==> src/rtl/cs_dec_pkg.sv <==
package cs_dec_pkg;

    // width of the compared upper address slice and the config fields
    localparam int unsigned CMP_W     = 16;
    localparam int unsigned FIELD_LSB = 16;
    localparam int unsigned EN_BIT    = 0;
    localparam int unsigned RO_BIT    = 8;

    typedef struct packed {
        logic [CMP_W-1:0] base;
        logic [CMP_W-1:0] mask;
        logic             en;
        logic             ro;
    } win_cfg_t;

endpackage

==> src/rtl/cs_cfg_bank.sv <==
module cs_cfg_bank
    import cs_dec_pkg::*;
#(
    parameter int unsigned NUM_WIN = 6,
    parameter int unsigned DATA_W  = 32,
    localparam int unsigned IDX_W  = (NUM_WIN > 1) ? $clog2(NUM_WIN) : 1
) (
    input  logic                       clk,
    input  logic                       rst_n,
    input  logic                       we,
    input  logic [IDX_W-1:0]           idx,
    input  logic                       is_mask,
    input  logic [DATA_W-1:0]          wdata,
    output win_cfg_t [NUM_WIN-1:0]     cfg_o
);

    for (genvar w = 0; w < NUM_WIN; w++) begin : g_win
        win_cfg_t cfg_d;
        win_cfg_t cfg_q;

        always_comb begin
            cfg_d = cfg_q;
            if (we && (idx == IDX_W'(w))) begin
                if (is_mask) begin
                    cfg_d.mask = wdata[FIELD_LSB +: CMP_W];
                    cfg_d.en   = wdata[EN_BIT];
                    cfg_d.ro   = wdata[RO_BIT];
                end else begin
                    cfg_d.base = wdata[FIELD_LSB +: CMP_W];
                end
            end
        end

        always_ff @(posedge clk or negedge rst_n) begin
            if (!rst_n) begin
                cfg_q <= '0;
            end else begin
                cfg_q <= cfg_d;
            end
        end

        assign cfg_o[w] = cfg_q;
    end

endmodule

==> src/rtl/cs_win_match.sv <==
module cs_win_match
    import cs_dec_pkg::*;
(
    input  win_cfg_t         cfg,
    input  logic [CMP_W-1:0] addr_hi,
    output logic             hit
);

    logic [CMP_W-1:0] diff;

    always_comb begin
        diff = (addr_hi ^ cfg.base) & ~cfg.mask;
        hit  = cfg.en && (diff == '0);
    end

endmodule

==> src/rtl/cs_prio_pick.sv <==
module cs_prio_pick #(
    parameter int unsigned N = 6
) (
    input  logic [N-1:0] req,
    output logic [N-1:0] gnt,
    output logic         any
);

    always_comb begin
        logic taken;
        taken = 1'b0;
        gnt   = '0;
        for (int i = 0; i < N; i++) begin
            if (req[i] && !taken) begin
                gnt[i] = 1'b1;
                taken  = 1'b1;
            end
        end
        any = taken;
    end

endmodule

==> src/rtl/cs_window_decoder.sv <==
module cs_window_decoder
    import cs_dec_pkg::*;
#(
    parameter int unsigned NUM_WIN = 6,
    parameter int unsigned ADDR_W  = 32,
    localparam int unsigned IDX_W  = (NUM_WIN > 1) ? $clog2(NUM_WIN) : 1
) (
    input  logic               clk,
    input  logic               rst_n,
    input  logic               cfg_we,
    input  logic [IDX_W-1:0]   cfg_win,
    input  logic               cfg_is_mask,
    input  logic [31:0]        cfg_wdata,
    input  logic               acc_valid,
    input  logic [ADDR_W-1:0]  acc_addr,
    input  logic               acc_write,
    output logic [NUM_WIN-1:0] cs_sel,
    output logic               miss,
    output logic               prot_err
);

    typedef struct packed {
        logic [NUM_WIN-1:0] sel;
        logic               miss;
        logic               prot;
    } res_t;

    win_cfg_t [NUM_WIN-1:0] cfg;
    logic     [NUM_WIN-1:0] hit_vec;
    logic     [NUM_WIN-1:0] ro_vec;
    logic     [NUM_WIN-1:0] gnt;
    logic                   any_hit;
    logic     [CMP_W-1:0]   addr_hi;
    res_t                   res_d;
    res_t                   res_q;

    assign addr_hi = acc_addr[ADDR_W-1 -: CMP_W];

    cs_cfg_bank #(
        .NUM_WIN (NUM_WIN),
        .DATA_W  (32)
    ) u_bank (
        .clk     (clk),
        .rst_n   (rst_n),
        .we      (cfg_we),
        .idx     (cfg_win),
        .is_mask (cfg_is_mask),
        .wdata   (cfg_wdata),
        .cfg_o   (cfg)
    );

    for (genvar w = 0; w < NUM_WIN; w++) begin : g_cmp
        cs_win_match u_match (
            .cfg     (cfg[w]),
            .addr_hi (addr_hi),
            .hit     (hit_vec[w])
        );
        assign ro_vec[w] = cfg[w].ro;
    end

    cs_prio_pick #(
        .N (NUM_WIN)
    ) u_pick (
        .req (hit_vec),
        .gnt (gnt),
        .any (any_hit)
    );

    always_comb begin
        res_d = '0;
        if (acc_valid) begin
            if (!any_hit) begin
                res_d.miss = 1'b1;
            end else if (acc_write && ((gnt & ro_vec) != '0)) begin
                res_d.prot = 1'b1;
            end else begin
                res_d.sel = gnt;
            end
        end
    end

    always_ff @(posedge clk or negedge rst_n) begin
        if (!rst_n) begin
            res_q <= '0;
        end else begin
            res_q <= res_d;
        end
    end

    assign cs_sel   = res_q.sel;
    assign miss     = res_q.miss;
    assign prot_err = res_q.prot;

endmodule

==> config.mk <==
export PLATFORM = sky130hd
export DESIGN_NAME = cs_window_decoder
export DESIGN_NICKNAME = d
export VERILOG_FILES = /design/src/rtl/cs_dec_pkg.sv /design/src/rtl/cs_cfg_bank.sv /design/src/rtl/cs_win_match.sv /design/src/rtl/cs_prio_pick.sv /design/src/rtl/cs_window_decoder.sv
export SDC_FILE = /design/constraint.sdc
export NUM_CORES = 1
export LEC_CHECK = 0
export ABC_AREA = 1
export BUFFER_PORTS_ARGS = -buffer_cell sky130_fd_sc_hd__buf_2
export CORE_MARGIN = 8
export CORE_UTILIZATION = 60
export CTS_BUF_LIST = sky130_fd_sc_hd__clkbuf_8
export DETAILED_ROUTE_END_ITERATION = 12
export HOLD_SLACK_MARGIN = 0.08
export PLACE_DENSITY_LB_ADDON = 0.2
export SLEW_MARGIN = 20
export SYNTH_ARGS = -nofsm -noshare
export SYNTH_HDL_FRONTEND = slang
export SYNTH_SLANG_ARGS = --single-unit
==> constraint.sdc <==
create_clock -name clk -period 1.9 [get_ports clk]
set_input_delay 0.285 -clock clk [delete_from_list [all_inputs] [get_ports clk]]
set_output_delay 0.285 -clock clk [all_outputs]
set_load 0.05 [all_outputs]
==> flow_summary.toml <==
[power_and_ir_drop]
clkPwrFrac = 0.325
p_int_mw = 8.68
p_per_area_mw_per_mm2 = 1100
p_sw_frac = 0.311
power.switching_mw = 3.91
p_seq_frac = 0.475
p_leak_nw = 5.71
ir_drop_uv = 771
power_frac_comb = 0.200
power_mw = 12.6

[synthesis]
synth_xor_area_frac = 0.0210
synth-seq-cells = 212
synth_cell_types = 32
synthesis.area_mm2 = 0.0100
yosysWarnings = 0
synth_area_leaders = "dfrtp_1 (53%), nand2_1 (14%), o21ai_0 (11%)"
synth-simple-area-share = 0.250
synth_nets = 1298
synthAdderAreaFrac = 0
muxShareOfSynthArea = 0
avgSynthCellArea_um2 = 8.17
synth_top_family_by_area = "simple AND/OR/NAND/NOR gates"
synth-compound-area-share = 0.124
synth_top_area_frac = 0.530
synthCells = 1225
synth_largest_area_cell = "dfrtp_1"
yosysSeqAreaShare = 0.530

[global_route]
grt_first_pass_wirelength_um = 42100
grt-ovfl-total = 0
grt_max_degree = 49
grt_pass1_vias = 8081
grt_util_all_layers = 0.253
grt_antenna_before_repair = 1

[final_layout]
fillerInstances = 1371
drive_gt1_frac = 0.162
finish.net_count = 1367
syn_to_final_growth_pct = 14.1

[timing]
setup-tns-final_ns = 0
rsz0062_at_grt = "yes"
skew_ns = 0.0148
hold_viol = 0
worst_pin_slew_ns = 0.464
drv_slew = 0
finalSetupViolCount = 0
relSlewSlack = 0.690
min_period_ns = 1.89
fmax_mhz = 529
period_share = 0.994

[detailed_routing]
wl_per_cell_um = 17.0
firstDrtPassIters = 5
vias_per_cell = 5.38
ant_nets = 0
drtIter0Drc = 590
drc = 0
wirelength_um = 26200
vias = 8307

[cts]
root_buffer = "clkbuf_8"
cts_max_path_buffers = 3
htree_levels = 2
cts_inserted_buffers = 37
cts_sinks = 212
path_clk_slew_ns = 0.06
cts_tree = "yes"
clock_latency_ns = 0.53

[placement]
gp_congestion = 0.926
portBuffers = 50
dp_hpwl_um = 17500

[worst_setup_path]
cpMaxStageDelayCell = "dfrtp_1"
cp.buffers_inverters = 0
cpLargestDelayFamily = "simple AND/OR/NAND/NOR gates"
cp_max_fo = 7
worst_path_most_repeated_cell = "nor2_1"
crit_type = "flop to flop"
worstSetupEndpointType = "flop"
required_ns = 2.36
start_kind = "flop"
crit_arrival_ns = 2.35
cpPeakStageDelay_ns = 0.39
crit_chain = "nor2_1, nor2_1, nand2_1, o21ai_0, nor2_1, nand4_1, nand3b_1, nand3_4, nand2_2, nor2_2"
r2r_slack_ns = 0.01

[floorplan]
die_area_mm2 = 0.0211
core_mm2 = 0.0165
rows = 47
die_width_um = 145
initial_utilization = 0.608
die_h_um = 145
io_pins = 81

[job]
maxCapViolations = 0

[run_status]
status = "completed"

[hold_path]
hp-class = "input pin to flop"
==> power groups by stage <==
| stage | sequential [mW] | clock (mW) | combinational [mW] |
|---|---|---|---|
| finish | 5.98 | 4.10 | 2.52 |
| global route | 6.09 | 4.37 | 2.87 |
| CTS | 5.97 | 4.16 | 2.48 |
| detailed placement | 6.03 | 0 | 2.45 |
| global placement | 6.00 | 0 | 2.36 |
| floorplan | 5.91 | 0 | 1.69 |
==> metal layers <==
layer  vias to the layer above  wire [um]  GRT usage  part of all wire
li1                       4037          -          -                 -
met1                      3889      10700      0.311              0.41
met2                       310      12500      0.411              0.47
met3                        71       2000     0.0525             0.076
met4                         0       1040      0.141             0.040
met5                         -          0          0                 0
==> registers in the layout (all words and copies together), names as in the netlist <==
register,count
u_bank.cfg_o,204
cs_sel,6
miss,1
prot_err,1
==> worst reg2reg max path, stage by stage (launching register included) <==
cell      delay [ns]
dfrtp_1         0.39
nor2_1          0.10
nor2_1          0.05
nand2_1         0.06
o21ai_0         0.11
nor2_1          0.26
nand4_1         0.28
nand3b_1        0.28
nand3_4         0.17
nand2_2         0.06
nor2_2          0.07
==> through the flow <==
| stage | std cells | cell area, um^2 | hold WS, ns | worst slack, ns | utilization |
|---|---|---|---|---|---|
| floorplan | 1225 | 10000 | -0.0106 | 0.355 | - |
| global placement | 1469 | 10600 | 0.273 | -0.0385 | 0.642 |
| detailed placement | 1469 | 10600 | 0.279 | -0.0888 | 0.642 |
| CTS | 1539 | 11300 | 0.133 | 0.0265 | 0.688 |
| global route | 1543 | 11400 | 0.147 | -0.130 | 0.694 |
| finish | 1543 | 11400 | 0.145 | 0.0110 | 0.694 |
==> what timing repair did <==
item                                   in CTS  in global routing
endpoints found under the hold margin      75                  0
hold buffers                                3                  0
setup endpoints to repair                   0                  8
gates resized for setup                     0                 23
buffers inserted                            0                  3
==> path summary, 6_finish.rpt <==
check                                         startpoint                       endpoint  cells past startpoint
max reg2reg                u_bank.cfg_o[167]$_DFFE_PN0P_             prot_err$_DFF_PN0_                     10
max                        u_bank.cfg_o[167]$_DFFE_PN0P_             prot_err$_DFF_PN0_                     10
min in group asynchronous                          rst_n   u_bank.cfg_o[30]$_DFFE_PN0P_                      2
max in group asynchronous                          rst_n   u_bank.cfg_o[87]$_DFFE_PN0P_                      3
min                                         cfg_wdata[8]  u_bank.cfg_o[170]$_DFFE_PN0P_                      3
min reg2reg                u_bank.cfg_o[180]$_DFFE_PN0P_  u_bank.cfg_o[180]$_DFFE_PN0P_                      2
==> logic make-up after synthesis <==
kind of cell	after synthesis
simple gates	573
compound gates	246
flops	212
buf+inv	170
xor+xnor	24
==> Yosys cell counts <==
library cell	n
nand2_1	371
o21ai_0	220
dfrtp_1	212
nor2_1	103
inv_1	89
clkbuf_1	52
nand3_1	29
xnor2_1	22
nand3b_1	19
a21oi_1	17
buf_6	14
nand3_2	10
nand4_1	10
nor2_4	10
inv_2	7
nand2_2	6
nor2_2	6
o22ai_1	6
nor3_1	3
buf_1	2
buf_4	2
inv_4	2
nor3b_1	2
o21ai_1	2
xor2_1	2
a21boi_1	1
clkinv_1	1
clkinv_2	1
nand3_4	1
nand3b_2	1
nor3_2	1
nor3b_2	1
==> cell usage in the layout (no fill, tap or decap), types with 3 or more instances in the layout <==
cell type,n
nor2_4,10
inv_2,9
buf_12,5
a21oi_1,11
buf_2,49
nor2_1,97
clkinv_2,5
a21oi_2,6
dfrtp_1,212
nand3b_1,19
nor2_2,12
o22ai_1,6
o21ai_0,216
o21ai_1,5
clkbuf_8,49
inv_1,102
buf_4,42
nand3_1,27
nand2_2,6
nand4_1,10
nand3_2,12
xnor2_1,22
nand2_1,371
dlygate4sd3_1,3
==> cell type report <==
class                           count  area, um^2  area share
Sequential cell                   212        5310       0.464
Multi-Input combinational cell    843        4010       0.351
Timing Repair Buffer              100         704      0.0617
Clock buffer                       48         661      0.0578
Inverter                          100         382      0.0334
Tap cell                          220         275      0.0241
Clock inverter                     19        80.1     0.00701
Antenna cell                        1        2.50    0.000219
No activity file was read; power rests on OpenSTA's default activity.
